### src/rtl/phc_pkg.sv
// Shared types for the pipeline hazard controller.
// Assumes a 3-bit operation kind field supplied by the decode stage.
package phc_pkg;

    typedef enum logic [2:0] {
        K_NOP    = 3'd0,
        K_ALU_RR = 3'd1,
        K_ALU_RI = 3'd2,
        K_LOAD   = 3'd3,
        K_STORE  = 3'd4,
        K_BRANCH = 3'd5,
        K_UPPER  = 3'd6,
        K_RSVD   = 3'd7
    } op_kind_e;

    // Which register fields an instruction actually uses.
    typedef struct packed {
        logic rd_a;   // reads first source
        logic rd_b;   // reads second source
        logic wr;     // writes destination
    } op_use_t;

endpackage

### src/rtl/phc_decode.sv
// Operand-usage decoder: maps the operation kind to the set of register
// fields the instruction reads and writes. An invalid slot uses nothing.
// Assumes the kind encoding of phc_pkg::op_kind_e.
module phc_decode
    import phc_pkg::*;
(
    input  logic    valid,
    input  logic [2:0] kind,
    output op_use_t use_o
);

    // Purpose: table of source/destination usage per kind.
    always_comb begin
        use_o = '0;
        if (valid) begin
            case (op_kind_e'(kind))
                K_ALU_RR: use_o = '{rd_a: 1'b1, rd_b: 1'b1, wr: 1'b1};
                K_ALU_RI: use_o = '{rd_a: 1'b1, rd_b: 1'b0, wr: 1'b1};
                K_LOAD:   use_o = '{rd_a: 1'b1, rd_b: 1'b0, wr: 1'b1};
                K_STORE:  use_o = '{rd_a: 1'b1, rd_b: 1'b1, wr: 1'b0};
                K_BRANCH: use_o = '{rd_a: 1'b1, rd_b: 1'b1, wr: 1'b0};
                K_UPPER:  use_o = '{rd_a: 1'b0, rd_b: 1'b0, wr: 1'b1};
                default:  use_o = '0;
            endcase
        end
    end

endmodule

### src/rtl/phc_shadow.sv
// Register-field shadow of the decode/execute, execute/memory and
// memory/writeback latches. Advances every cycle; on a stall the
// execute slot is loaded with an empty bubble instead of the decode
// instruction. Assumes the datapath never freezes the back of the pipe.
module phc_shadow
    import phc_pkg::*;
#(
    parameter int REG_W = 5
) (
    input  logic             clk,
    input  logic             rst_n,
    input  logic             stall,
    input  op_use_t          id_use,
    input  logic [REG_W-1:0] id_rs1,
    input  logic [REG_W-1:0] id_rs2,
    input  logic [REG_W-1:0] id_rd,
    output op_use_t          ex_use,
    output logic [REG_W-1:0] ex_rs1,
    output logic [REG_W-1:0] ex_rs2,
    output logic [REG_W-1:0] ex_rd,
    output logic             wb_wr,
    output logic [REG_W-1:0] wb_rd
);

    logic             mem_wr;
    logic [REG_W-1:0] mem_rd;

    // Purpose: decode -> execute, with a bubble when stalled.
    always_ff @(posedge clk) begin
        if (!rst_n || stall) begin
            ex_use <= '0;
            ex_rs1 <= '0;
            ex_rs2 <= '0;
            ex_rd  <= '0;
        end else begin
            ex_use <= id_use;
            ex_rs1 <= id_rs1;
            ex_rs2 <= id_rs2;
            ex_rd  <= id_rd;
        end
    end

    // Purpose: carry the destination from execute to memory to writeback.
    always_ff @(posedge clk) begin
        if (!rst_n) begin
            mem_wr <= 1'b0;
            mem_rd <= '0;
            wb_wr  <= 1'b0;
            wb_rd  <= '0;
        end else begin
            mem_wr <= ex_use.wr;
            mem_rd <= ex_rd;
            wb_wr  <= mem_wr;
            wb_rd  <= mem_rd;
        end
    end

endmodule

### src/rtl/phc_match.sv
// Single source/destination comparator: hit when the source is used,
// the producer writes, both name the same register and it is not the
// hardwired zero register.
module phc_match #(
    parameter int REG_W = 5
) (
    input  logic             src_used,
    input  logic             dst_wr,
    input  logic [REG_W-1:0] src,
    input  logic [REG_W-1:0] dst,
    output logic             hit
);

    // Purpose: qualified register-number equality.
    always_comb begin
        hit = src_used && dst_wr && (src == dst) && (src != '0);
    end

endmodule

### src/rtl/pipe_hazard_ctrl.sv
// Hazard and bypass controller for an in-order five-stage pipeline whose
// only bypass source is the memory/writeback latch. Decode sources are
// compared with the execute destination to interlock; execute sources
// are compared with the writeback destination to steer the operand muxes.
// Assumes the register file writes before it reads within a cycle.
module pipe_hazard_ctrl
    import phc_pkg::*;
#(
    parameter int REG_W = 5
) (
    input  logic             clk,
    input  logic             rst_n,
    input  logic             id_valid,
    input  logic [2:0]       id_kind,
    input  logic [REG_W-1:0] id_rs1,
    input  logic [REG_W-1:0] id_rs2,
    input  logic [REG_W-1:0] id_rd,
    output logic             pc_hold,
    output logic             ifid_hold,
    output logic             idex_bubble,
    output logic             ex_sel_a,
    output logic             ex_sel_b
);

    localparam int NSRC = 2;

    op_use_t          id_use;
    op_use_t          ex_use;
    logic [REG_W-1:0] ex_rs1;
    logic [REG_W-1:0] ex_rs2;
    logic [REG_W-1:0] ex_rd;
    logic             wb_wr;
    logic [REG_W-1:0] wb_rd;
    logic             stall;

    logic [NSRC-1:0][REG_W-1:0] id_src;
    logic [NSRC-1:0][REG_W-1:0] ex_src;
    logic [NSRC-1:0]            id_src_used;
    logic [NSRC-1:0]            ex_src_used;
    logic [NSRC-1:0]            stall_hit;
    logic [NSRC-1:0]            fwd_hit;

    phc_decode u_dec (
        .valid (id_valid),
        .kind  (id_kind),
        .use_o (id_use)
    );

    phc_shadow #(.REG_W(REG_W)) u_shd (
        .clk    (clk),
        .rst_n  (rst_n),
        .stall  (stall),
        .id_use (id_use),
        .id_rs1 (id_rs1),
        .id_rs2 (id_rs2),
        .id_rd  (id_rd),
        .ex_use (ex_use),
        .ex_rs1 (ex_rs1),
        .ex_rs2 (ex_rs2),
        .ex_rd  (ex_rd),
        .wb_wr  (wb_wr),
        .wb_rd  (wb_rd)
    );

    // Purpose: gather per-operand source fields and usage bits.
    always_comb begin
        id_src      = {id_rs2, id_rs1};
        ex_src      = {ex_rs2, ex_rs1};
        id_src_used = {id_use.rd_b, id_use.rd_a};
        ex_src_used = {ex_use.rd_b, ex_use.rd_a};
    end

    for (genvar g = 0; g < NSRC; g++) begin : g_opnd
        phc_match #(.REG_W(REG_W)) u_stall_cmp (
            .src_used (id_src_used[g]),
            .dst_wr   (ex_use.wr),
            .src      (id_src[g]),
            .dst      (ex_rd),
            .hit      (stall_hit[g])
        );
        phc_match #(.REG_W(REG_W)) u_fwd_cmp (
            .src_used (ex_src_used[g]),
            .dst_wr   (wb_wr),
            .src      (ex_src[g]),
            .dst      (wb_rd),
            .hit      (fwd_hit[g])
        );
    end

    // Purpose: combine comparator hits into pipeline controls.
    always_comb begin
        stall       = |stall_hit;
        pc_hold     = stall;
        ifid_hold   = stall;
        idex_bubble = stall;
        ex_sel_a    = fwd_hit[0];
        ex_sel_b    = fwd_hit[1];
    end

endmodule

### config.mk
export PLATFORM = sky130hd
export DESIGN_NAME = pipe_hazard_ctrl
export DESIGN_NICKNAME = d
export VERILOG_FILES = /design/src/rtl/phc_pkg.sv /design/src/rtl/phc_decode.sv /design/src/rtl/phc_shadow.sv /design/src/rtl/phc_match.sv /design/src/rtl/pipe_hazard_ctrl.sv
export SDC_FILE = /design/constraint.sdc
export NUM_CORES = 1
export LEC_CHECK = 0
export BUFFER_PORTS_ARGS = -buffer_cell sky130_fd_sc_hd__buf_2
export CAP_MARGIN = 0
export CORE_ASPECT_RATIO = 0.7
export CORE_UTILIZATION = 59
export CTS_BUF_LIST = sky130_fd_sc_hd__clkbuf_8
export DETAILED_ROUTE_END_ITERATION = 10
export MAX_ROUTING_LAYER = met4
export PLACE_DENSITY = 0.86
export SLEW_MARGIN = 20
export SYNTH_ARGS = -nofsm -noshare
export SYNTH_HDL_FRONTEND = slang
export SYNTH_HIERARCHICAL = 1
export SYNTH_SLANG_ARGS = --single-unit
### constraint.sdc
create_clock -name clk -period 4.3 [get_ports clk]
set_input_delay 0.43 -clock clk [delete_from_list [all_inputs] [get_ports clk]]
set_output_delay 0.43 -clock clk [all_outputs]
set_load 0.02 [all_outputs]
==> run metrics <==
count of non-filler cells in the finished layout between 150 and 200; drt via density ~5.2; Synth Net Count between 100 and 150; Root Driver clkbuf_8; WHS 0.398 ns; worst hold path class in2reg; cts hold-fix bufs 0; synth warn 6; Worst Path Class, Setup in2out; clk_skew between 0.003 and 0.004 ns; setup tns final 0 ns; nets between 150 and 200; Slew @ Worst Pin 0.468 ns; most frequent cells in the layout dfxtp_1 (30), buf_2 (25), xnor2_1 (16), and2_1 (12), and3b_1 (10); synthesized flop and latch total 30; pwr dens 395 mW/mm2; fmax 0.426 GHz; Port-buffer cells 25; Placed Instances 156; Pwr Total around 570 uW; initial antenna violation count 0; Routed WL roughly 2200 um; max-cap violation count 0; full die area around 0.0023 mm2; relative slew slack 68.8%; mapped cell area between 0.001 and 0.0015 mm2; setup ws final 1.95 ns; period utilisation layout a little over half; area delta synth->final 16.7%; fin. max-slew vios 0; final core utilization 75.6%; worst-path maximum fanout 21; cells after synthesis approximately 120; CP startpoint kind input port; Final Hold Fails 0; CTS Buf Count 5; GRT overflow 0; R2R Setup Slk ~2.6 ns; Worst EP arrival 1.92 ns; Total Routing Usage GR 23.3%; Leakage 0.613 nW; Max IR drop VDD 343 uV; pin count of the biggest net entering global routing 31; Die Y 40.4 um; filler cell count 132; Pre-antenna DRT Iters 4; CTS tree yes; Clock Tree Buf Depth 2; core area 0.00192 mm2; Worst-path clk slew 0.06 ns; DR DRC count 0; status finished clean; Syn Area/Cell 10.8 um2; Initial DRC Count 14; Seq/Total Area, Yosys 48.3%; register area 601 um2; Diodes inserted 0; DRT antenna net count 0; DR vias 852; dpl cell area 0.00136 mm2; Top-Level Pins 26; CTS sink cnt 30; Initial Util between 60% and 70%; number of gates resized after cts 0; commonest non-fill, non-tap cell in the layout dfxtp_1; DR WL/cell 13.3 um; RSZ-0062 raised after global routing false; H-tree depth 2; Cell Rows 13; Place WS around 2.0 ns; fin crit period about 2.3 ns; Placer Congestion 0.844; Detailed Place HPWL 1610 um; synth unique cells 22; vias in the first global route 772; share of cells above drive strength 1 32.4%; postcts setup bufs 0; fin area 0.00145 mm2; Setup-failing EPs final 0; worst-skew pair later-pin latency approximately 0.27 ns; first-pass GRT wire length 3590 um; worst endpoint required time 3.87 ns; Worst Setup End Kind output pin; Multi-input gate area slightly below 600 um2; Chip Width 56.9 um
-- layer usage --
metal,up-vias,track usage (%),routed length [um]
met5,-,-,0
met3,2,7.42,113
met2,27,36.9,1010
li1,444,-,-
met1,379,28.4,1050
met4,0,9.76,13
-- logic make-up after synthesis --
kind of cell	after synthesis	synth area share, %
xor+xnor	16	11.3
buf+inv	11	4.73
compound gates	10	5.74
simple gates	48	29.9
flops	30	48.3
-- cell type report --
cell class                 instances  area share, %
sequential                        30           41.4
inverter                           5           1.29
clock buffer                       6           5.69
tap                               22           1.90
multi-input combinational         74           40.2
timing repair buffer              25           8.63
clock inverter                     2          0.863
-- worst paths after layout --
path,start,endpoint,cells past startpoint
worst min-delay path,id_rd[3],u_shd/ex_rd[3],2
worst min register to register,u_shd/mem_rd[4],u_shd/wb_rd[4],1
worst max register to register,u_shd/ex_rd[1],u_shd/ex_rs1[4],5
worst max-delay path,id_kind[1],ifid_hold,6
-- flip-flops by register name, indices dropped and copies added (netlist names) --
signal and cells:
u_shd/ex_rs1 5, u_shd/ex_rs2 5, u_shd/mem_wr 1, u_shd/ex_use 3
u_shd/ex_rd 5, u_shd/wb_wr 1, u_shd/wb_rd 5, u_shd/mem_rd 5
-- synth_stat cells --
cell type | count | share of area, %
nand3_1 | 4 | 1.6
o21ai_0 | 4 | 1.6
dfxtp_1 | 30 | 48
nor2_1 | 1 | 0.30
clkbuf_1 | 1 | 0.30
o2111ai_1 | 4 | 2.8
inv_1 | 5 | 1.5
nor4_1 | 4 | 2.0
or2b_1 | 1 | 0.60
buf_6 | 1 | 0.91
and2_1 | 12 | 6.0
and3b_2 | 8 | 6.4
and3b_1 | 10 | 7.0
xnor2_1 | 16 | 11
buf_4 | 2 | 1.2
nand2b_1 | 1 | 0.50
a211oi_1 | 1 | 0.60
buf_2 | 2 | 0.81
or2_1 | 1 | 0.50
a21oi_2 | 1 | 0.71
nor3_1 | 2 | 0.81
nor3b_2 | 4 | 4.0
-- power by group --
part / total (mW) / switching [mW] / internal [mW] / leakage [nW]
logic: 0.0497 / 0.0218 / 0.0279 / 0.318
clock network: 0.224 / 0.0962 / 0.128 / 0.0472
registers: 0.299 / 0.00878 / 0.291 / 0.248
total: 0.573 / 0.127 / 0.447 / 0.613
-- critical path, cell delays in order --
cell and delay, ns:
buf_2 0.12, a211oi_1 0.31, o2111ai_1 0.19, nor3b_2 0.20, or2_1 0.42, buf_2 0.25
Note: power is estimated with default switching activity, not from simulation.
